--- src/rtl/pwr_xfer_pkg.sv ---
package pwr_xfer_pkg;
  typedef enum logic [1:0] {
    ST_LOW    = 2'd0,
    ST_RECALL = 2'd1,
    ST_READY  = 2'd2,
    ST_STORE  = 2'd3
  } xfer_state_t;
endpackage

--- src/rtl/pwr_level_filter.sv ---
module pwr_level_filter #(
  parameter int   FILT_CYC = 4,
  parameter logic RST_VAL  = 1'b0
) (
  input  logic clk,
  input  logic rst_n,
  input  logic raw_i,
  output logic level_o
);
  localparam int CW = $clog2(FILT_CYC + 1);

  logic          s1_q, s2_q;
  logic [CW-1:0] cnt_q, cnt_d;
  logic          lvl_q, lvl_d;

  always_comb begin
    cnt_d = cnt_q;
    lvl_d = lvl_q;
    if (s2_q == lvl_q) begin
      cnt_d = '0;
    end else if (cnt_q == CW'(FILT_CYC - 1)) begin
      cnt_d = '0;
      lvl_d = s2_q;
    end else begin
      cnt_d = cnt_q + 1'b1;
    end
  end

  always_ff @(posedge clk or negedge rst_n) begin
    if (!rst_n) begin
      s1_q  <= RST_VAL;
      s2_q  <= RST_VAL;
      cnt_q <= '0;
      lvl_q <= RST_VAL;
    end else begin
      s1_q  <= raw_i;
      s2_q  <= s1_q;
      cnt_q <= cnt_d;
      lvl_q <= lvl_d;
    end
  end

  assign level_o = lvl_q;

  // the filtered level only takes a value the synchronizer already held
  a_r10_level_from_sync: assert property (@(posedge clk) disable iff (!rst_n)
    !$stable(lvl_q) |-> (lvl_q == $past(s2_q)));
endmodule

--- src/rtl/pwr_cycle_timer.sv ---
module pwr_cycle_timer #(
  parameter int W = 8
) (
  input  logic         clk,
  input  logic         rst_n,
  input  logic         load_i,
  input  logic [W-1:0] load_val_i,
  output logic         done_o
);
  logic [W-1:0] cnt_q, cnt_d;
  logic         cnt_en;

  assign cnt_en = load_i || (cnt_q != '0);

  always_comb begin
    cnt_d = cnt_q;
    if (load_i)            cnt_d = load_val_i;
    else if (cnt_q != '0)  cnt_d = cnt_q - 1'b1;
  end

  always_ff @(posedge clk or negedge rst_n) begin
    if (!rst_n)      cnt_q <= '0;
    else if (cnt_en) cnt_q <= cnt_d;
  end

  assign done_o = (cnt_q == '0);

  // an unloaded, unfinished count steps down by exactly one
  a_r5_count_step: assert property (@(posedge clk) disable iff (!rst_n)
    (!load_i && !done_o) |=> (cnt_q == $past(cnt_q) - 1'b1));
endmodule

--- src/rtl/pwr_xfer_ctrl.sv ---
module pwr_xfer_ctrl
  import pwr_xfer_pkg::*;
#(
  parameter int FILT_CYC    = 4,
  parameter int RESTORE_CYC = 5500,
  parameter int STORE_CYC   = 100000
) (
  input  logic clk,
  input  logic rst_n,
  input  logic above_sw_i,
  input  logic below_rst_i,
  input  logic req_valid_i,
  input  logic req_store_i,
  input  logic chip_sel_i,
  output logic recall_act_o,
  output logic store_act_o,
  output logic busy_o,
  output logic standby_ok_o
);
  localparam int          MAX_CYC  = (RESTORE_CYC > STORE_CYC) ? RESTORE_CYC : STORE_CYC;
  localparam int          TW       = $clog2(MAX_CYC + 1);
  localparam logic [1:0]  FLT_RST  = 2'b10;   // [1] below-reset starts set, [0] supply-ok starts clear
  localparam logic [TW-1:0] REC_M1 = TW'(RESTORE_CYC - 1);
  localparam logic [TW-1:0] STO_M1 = TW'(STORE_CYC - 1);

  // reset: asserted asynchronously, released on the clock
  logic rs1_q, rs2_q, rst_l;
  always_ff @(posedge clk or negedge rst_n) begin
    if (!rst_n) begin
      rs1_q <= 1'b0;
      rs2_q <= 1'b0;
    end else begin
      rs1_q <= 1'b1;
      rs2_q <= rs1_q;
    end
  end
  assign rst_l = rs2_q;

  // threshold filters
  logic [1:0] raw_flags, flt_flags;
  assign raw_flags = {below_rst_i, above_sw_i};

  for (genvar g = 0; g < 2; g++) begin : g_flt
    pwr_level_filter #(
      .FILT_CYC (FILT_CYC),
      .RST_VAL  (FLT_RST[g])
    ) u_flt (
      .clk     (clk),
      .rst_n   (rst_l),
      .raw_i   (raw_flags[g]),
      .level_o (flt_flags[g])
    );
  end

  logic sup_ok, deep_low;
  assign sup_ok   = flt_flags[0];
  assign deep_low = flt_flags[1];

  // transfer timer
  logic          tmr_load, tmr_done;
  logic [TW-1:0] tmr_val;

  pwr_cycle_timer #(.W(TW)) u_tmr (
    .clk        (clk),
    .rst_n      (rst_l),
    .load_i     (tmr_load),
    .load_val_i (tmr_val),
    .done_o     (tmr_done)
  );

  // control
  xfer_state_t st_q, st_d;
  logic        seen_q, seen_d, clr_seen;

  always_comb begin
    st_d     = st_q;
    tmr_load = 1'b0;
    tmr_val  = REC_M1;
    clr_seen = 1'b0;
    unique case (st_q)
      ST_LOW: begin
        if (sup_ok) begin
          if (seen_q) begin
            st_d     = ST_RECALL;
            tmr_load = 1'b1;
            clr_seen = 1'b1;
          end else begin
            st_d = ST_READY;
          end
        end
      end
      ST_RECALL: begin
        if (!sup_ok)       st_d = ST_LOW;
        else if (tmr_done) st_d = ST_READY;
      end
      ST_READY: begin
        if (!sup_ok) begin
          st_d = ST_LOW;
        end else if (req_valid_i) begin
          tmr_load = 1'b1;
          if (req_store_i) begin
            st_d    = ST_STORE;
            tmr_val = STO_M1;
          end else begin
            st_d = ST_RECALL;
          end
        end
      end
      ST_STORE: begin
        if (!sup_ok)       st_d = ST_LOW;
        else if (tmr_done) st_d = ST_READY;
      end
      default: st_d = ST_LOW;
    endcase
  end

  always_comb begin
    seen_d = seen_q;
    if (deep_low)      seen_d = 1'b1;
    else if (clr_seen) seen_d = 1'b0;
  end

  always_ff @(posedge clk or negedge rst_l) begin
    if (!rst_l) begin
      st_q   <= ST_LOW;
      seen_q <= 1'b1;
    end else begin
      st_q   <= st_d;
      seen_q <= seen_d;
    end
  end

  assign recall_act_o = (st_q == ST_RECALL);
  assign store_act_o  = (st_q == ST_STORE);
  assign busy_o       = (st_q != ST_READY);
  assign standby_ok_o = !chip_sel_i && !recall_act_o && !store_act_o;

  // a recorded deep drop triggers the reload on supply return
  a_r2_reload_on_return: assert property (@(posedge clk) disable iff (!rst_l)
    (st_q == ST_LOW && sup_ok && seen_q) |=> recall_act_o);
  // without a deep drop the return goes straight to idle
  a_r3_no_reload: assert property (@(posedge clk) disable iff (!rst_l)
    (st_q == ST_LOW && sup_ok && !seen_q) |=> (!recall_act_o && !busy_o));
  // a low supply leaves nothing running and the RAM blocked
  a_r4_low_blocks: assert property (@(posedge clk) disable iff (!rst_l)
    !sup_ok |=> (busy_o && !store_act_o && !recall_act_o));
  // strobes exclusive and covered by busy
  a_r11_exclusive: assert property (@(posedge clk) disable iff (!rst_l)
    !(recall_act_o && store_act_o));
  a_r11_busy_cover: assert property (@(posedge clk) disable iff (!rst_l)
    (recall_act_o || store_act_o) |-> busy_o);
  // standby never granted mid-transfer
  a_r9_standby_gate: assert property (@(posedge clk) disable iff (!rst_l)
    standby_ok_o |-> (!recall_act_o && !store_act_o && !chip_sel_i));
endmodule

--- config.mk ---
export PLATFORM = sky130hd
export DESIGN_NAME = pwr_xfer_ctrl
export DESIGN_NICKNAME = d
export VERILOG_FILES = /design/src/rtl/pwr_xfer_pkg.sv /design/src/rtl/pwr_level_filter.sv /design/src/rtl/pwr_cycle_timer.sv /design/src/rtl/pwr_xfer_ctrl.sv
export SDC_FILE = /design/constraint.sdc
export NUM_CORES = 1
export LEC_CHECK = 0
export BUFFER_PORTS_ARGS = -buffer_cell sky130_fd_sc_hd__buf_2
export CORE_ASPECT_RATIO = 1.75
export CORE_MARGIN = 3
export CORE_UTILIZATION = 45
export CTS_CLUSTER_DIAMETER = 200
export DETAILED_ROUTE_END_ITERATION = 10
export SLEW_MARGIN = 20
export SYNTH_ARGS = -nofsm -noshare
export SYNTH_HDL_FRONTEND = slang
export SYNTH_SLANG_ARGS = --single-unit
export TNS_END_PERCENT = 1
--- constraint.sdc ---
create_clock -name clk -period 1.8 [get_ports clk]
set_input_delay 0.36 -clock clk [delete_from_list [all_inputs] [get_ports clk]]
set_output_delay 0.36 -clock clk [all_outputs]
set_load 0.05 [all_outputs]
==> out/results.ini <==
[route]
avgRoutedWirePerCell_um=15.6
drt_wl_total_um=3620
first_pass_iters=4
avgViaCountPerCell=5.46
first_iter_violations=31
drc=0
vias=1266
ant_nets=0

[power_and_ir_drop]
irDropWorstVdd_mv=0.892
p_clk_frac=0.201
p_seq_frac=0.437
p_sw_frac=0.379
combPwrFrac=0.362
p_total_mw=2.87
p_per_area_nw_per_um2=1390
p_int_mw=1.78
p_leak_nw=0.861
power.switching_mw=1.09

[timing]
finClkSkew_ns=0.00347
finalHoldWorstSlack_ns=0.181
rsz0062_at_grt=true
report.final.setup_viol=0
fmax_mhz=562
slew_violations=0
period_minus_slack_ns=1.78
min_period_over_period=0.988
hold_viol=0

[layout]
n_fill_cell=305
drive_above_1_share=0.342
n_antenna_cell=0
synthToLayoutAreaGrowth_pct=25.7
nets=196
finalInstanceArea_um2=2060

[worst_setup_path]
path_cells=nor4_4, buf_4, nand3_2, or4b_1, a21oi_1
cpLargestDelayFamily=simple AND/OR/NAND/NOR gates
setup.worst_path.class=reg2reg
start_kind=flip-flop
crit_required_ns=2.01
cpPeakStageDelay_ns=0.51
crit_path_end_kind=flip-flop
worstPathMaxFanout=4
arrival_ns=1.99
crit_path_top_delay_cell=or4b_1
path_buf_inv=1

[synthesis]
synthArstFlopShare=1.00
synth.top_cell.area_share=0.457
yosys.area_share.xor_xnor=0.0480
synth_warnings=0
post_synth_instance_area_um2=1640
synth_edf_count=0
synth_area_per_cell_um2=10.8
synth_top_family_by_area=simple AND/OR/NAND/NOR gates
synth_compound_area_frac=0.0983
syn_nets=162
synthTopCellsByArea=dfrtp_1, dfstp_2, a21oi_1
synth_top_flop_cell=dfrtp_1
synthAdderAreaFrac=0.0229
synthMuxAreaShare=0.0191
yosys.cell_types.count=43
synth_simple_gate_area_share=0.267
yosys.area.top_type=dfrtp_1
ys_seq_area_frac=0.521
synth_cells=152
ys_seq_elements=34

[clock_network]
clock-root-buffer=clkbuf_8
cts_inserted_buffers=5
clock-sinks=34
cts_tree=built
h-tree-depth=2
clkLatencyLatePin_ns=0.28
clock_path_buffers=2
path_clk_slew_ns=0.07

[die]
die_h_um=85.9
die_area_um2=4440
die_w_um=51.7
coreArea_um2=3430
start_util=0.478
std_cell_rows=28
io-pin-count=11

[global_routing]
antenna_found_initial=0
grt_pass1_wl_um=6090
grt_max_degree=13
grt_pass1_vias=1302
grt_usage=0.183
grt.overflow.total=0

[placement]
gp_congestion=0.823
io_buffers=10
placed_area_um2=1860
hpwlAfterDp_um=2660

[outcome]
status=finished clean

[flow_run]
max_cap_violations=0

[hold_path]
hp-class=reg2async

-- worst reg2reg max path: stages (launching register included) --
cell	delay, ns
dfrtp_1	0.43
nor4_4	0.35
buf_4	0.20
nand3_2	0.08
or4b_1	0.51
a21oi_1	0.14
-- power groups by stage --
stage | sequential [mW] | combinational [mW] | clock [mW]
after floorplan | 1.20 | 0.661 | 0
after global placement | 1.22 | 0.923 | 0
after detailed placement | 1.24 | 0.948 | 0
after CTS | 1.23 | 0.975 | 0.600
after global routing | 1.29 | 1.16 | 0.622
final | 1.25 | 1.04 | 0.576
-- final timing paths --
kind | cells after the start | end | slack (ns) | start
worst min register to register | 0 | u_tmr.cnt_q[2] | 0.18 | rs2_q
max in group asynchronous | 1 | seen_q | 1.02 | rs2_q
worst max register to register | 5 | u_tmr.cnt_q[13] | 0.02 | u_tmr.cnt_q[7]
worst min-delay path | 0 | u_tmr.cnt_q[2] | 0.18 | rs2_q
worst max-delay path | 5 | u_tmr.cnt_q[13] | 0.02 | u_tmr.cnt_q[7]
min in group clk | 1 | g_flt[1].u_flt.s1_q | 0.18 | below_rst_i
-- cell usage after synthesis, types with 2 or more instances --
master    number
dfrtp_1       30
a21oi_1       12
nor2_1        11
o21ai_0        9
nand2_1        7
nor3_1         6
nor2b_1        5
xnor2_1        5
dfstp_2        4
inv_1          4
nor4_1         4
xor2_1         4
and3_1         3
ha_1           3
nand3_1        3
o21ai_1        3
or4_1          3
a211oi_1       2
and2_1         2
mux2i_1        2
nand2b_1       2
nand4_1        2
nor3b_1        2
nor4_4         2
o41ai_1        2
or3_1          2
or4b_1         2
-- layer usage --
metal  global-route usage  vias to the layer above  wire, um
li1                     -                      614         -
met1                0.205                      625      1420
met2                0.332                       20      2040
met3               0.0417                        7       110
met4               0.0621                        0        52
met5                    0                        -         0
-- flip-flops by register name, summed over array words and instances (netlist names) --
signal               cells
g_flt.u_flt.s1_q         2
g_flt.u_flt.s2_q         2
rs2_q                    1
seen_q                   1
u_tmr.cnt_q             17
st_q                     2
rs1_q                    1
g_flt.u_flt.cnt_q        6
g_flt.u_flt.level_o      2
-- kinds of logic (layout without fill, tap and decap cells) --
logic type	Yosys count	in the layout
adder cells (fa/ha/maj)	3	3
multiplexers	3	3
flip-flops	34	34
AND/OR/NAND/NOR	66	66
XOR/XNOR	9	9
other	1	1
AO/OA/AOI/OAI	29	29
buffers and inverters	7	42
-- cells in the final DEF (no fill, tap or decap), types with 3 or more instances in the layout --
| master | n |
|---|---|
| a21oi_1 | 11 |
| o21ai_0 | 9 |
| buf_2 | 10 |
| xnor2_1 | 5 |
| and3_1 | 3 |
| clkbuf_8 | 6 |
| nor3_1 | 5 |
| o21ai_1 | 3 |
| dfrtp_1 | 28 |
| buf_4 | 19 |
| inv_1 | 3 |
| nand2_1 | 7 |
| nor2_1 | 11 |
| dfstp_2 | 4 |
| nor4_4 | 3 |
| xor2_1 | 4 |
| nor2b_1 | 5 |
-- cell type report --
type | instances | area (um2) | area share
flip-flops and latches | 34 | 858 | 0.416
multi-input cells | 111 | 836 | 0.405
clock buffers | 6 | 82.6 | 0.0400
inverters | 4 | 15.0 | 0.00728
repair buffers | 30 | 203 | 0.0982
clock inverters | 2 | 12.5 | 0.00606
well taps | 45 | 56.3 | 0.0273
-- metrics by stage --
| stage | setup TNS, ns | cells | worst slack [ns] | utilization |
|---|---|---|---|---|
| final | 0 | 232 | 0.0214 | 0.601 |
| after global routing | -0.0300 | 232 | -0.0271 | 0.601 |
| after CTS | 0 | 232 | 0.00102 | 0.579 |
| after detailed placement | -0.0954 | 221 | -0.0954 | 0.540 |
| after global placement | -0.000126 | 221 | -0.000126 | 0.540 |
| after floorplan | 0 | 152 | 0.0236 | - |
-- repair_timing --
item                                    in CTS  in global routing
endpoints found under the hold margin        2                  0
resized for setup                            3                 17
hold buffers                                 1                  0
pin swaps                                    1                  4
endpoints found under the setup margin       3                 13
buffers inserted                             2                  0
(Power assumes the default switching activity.)
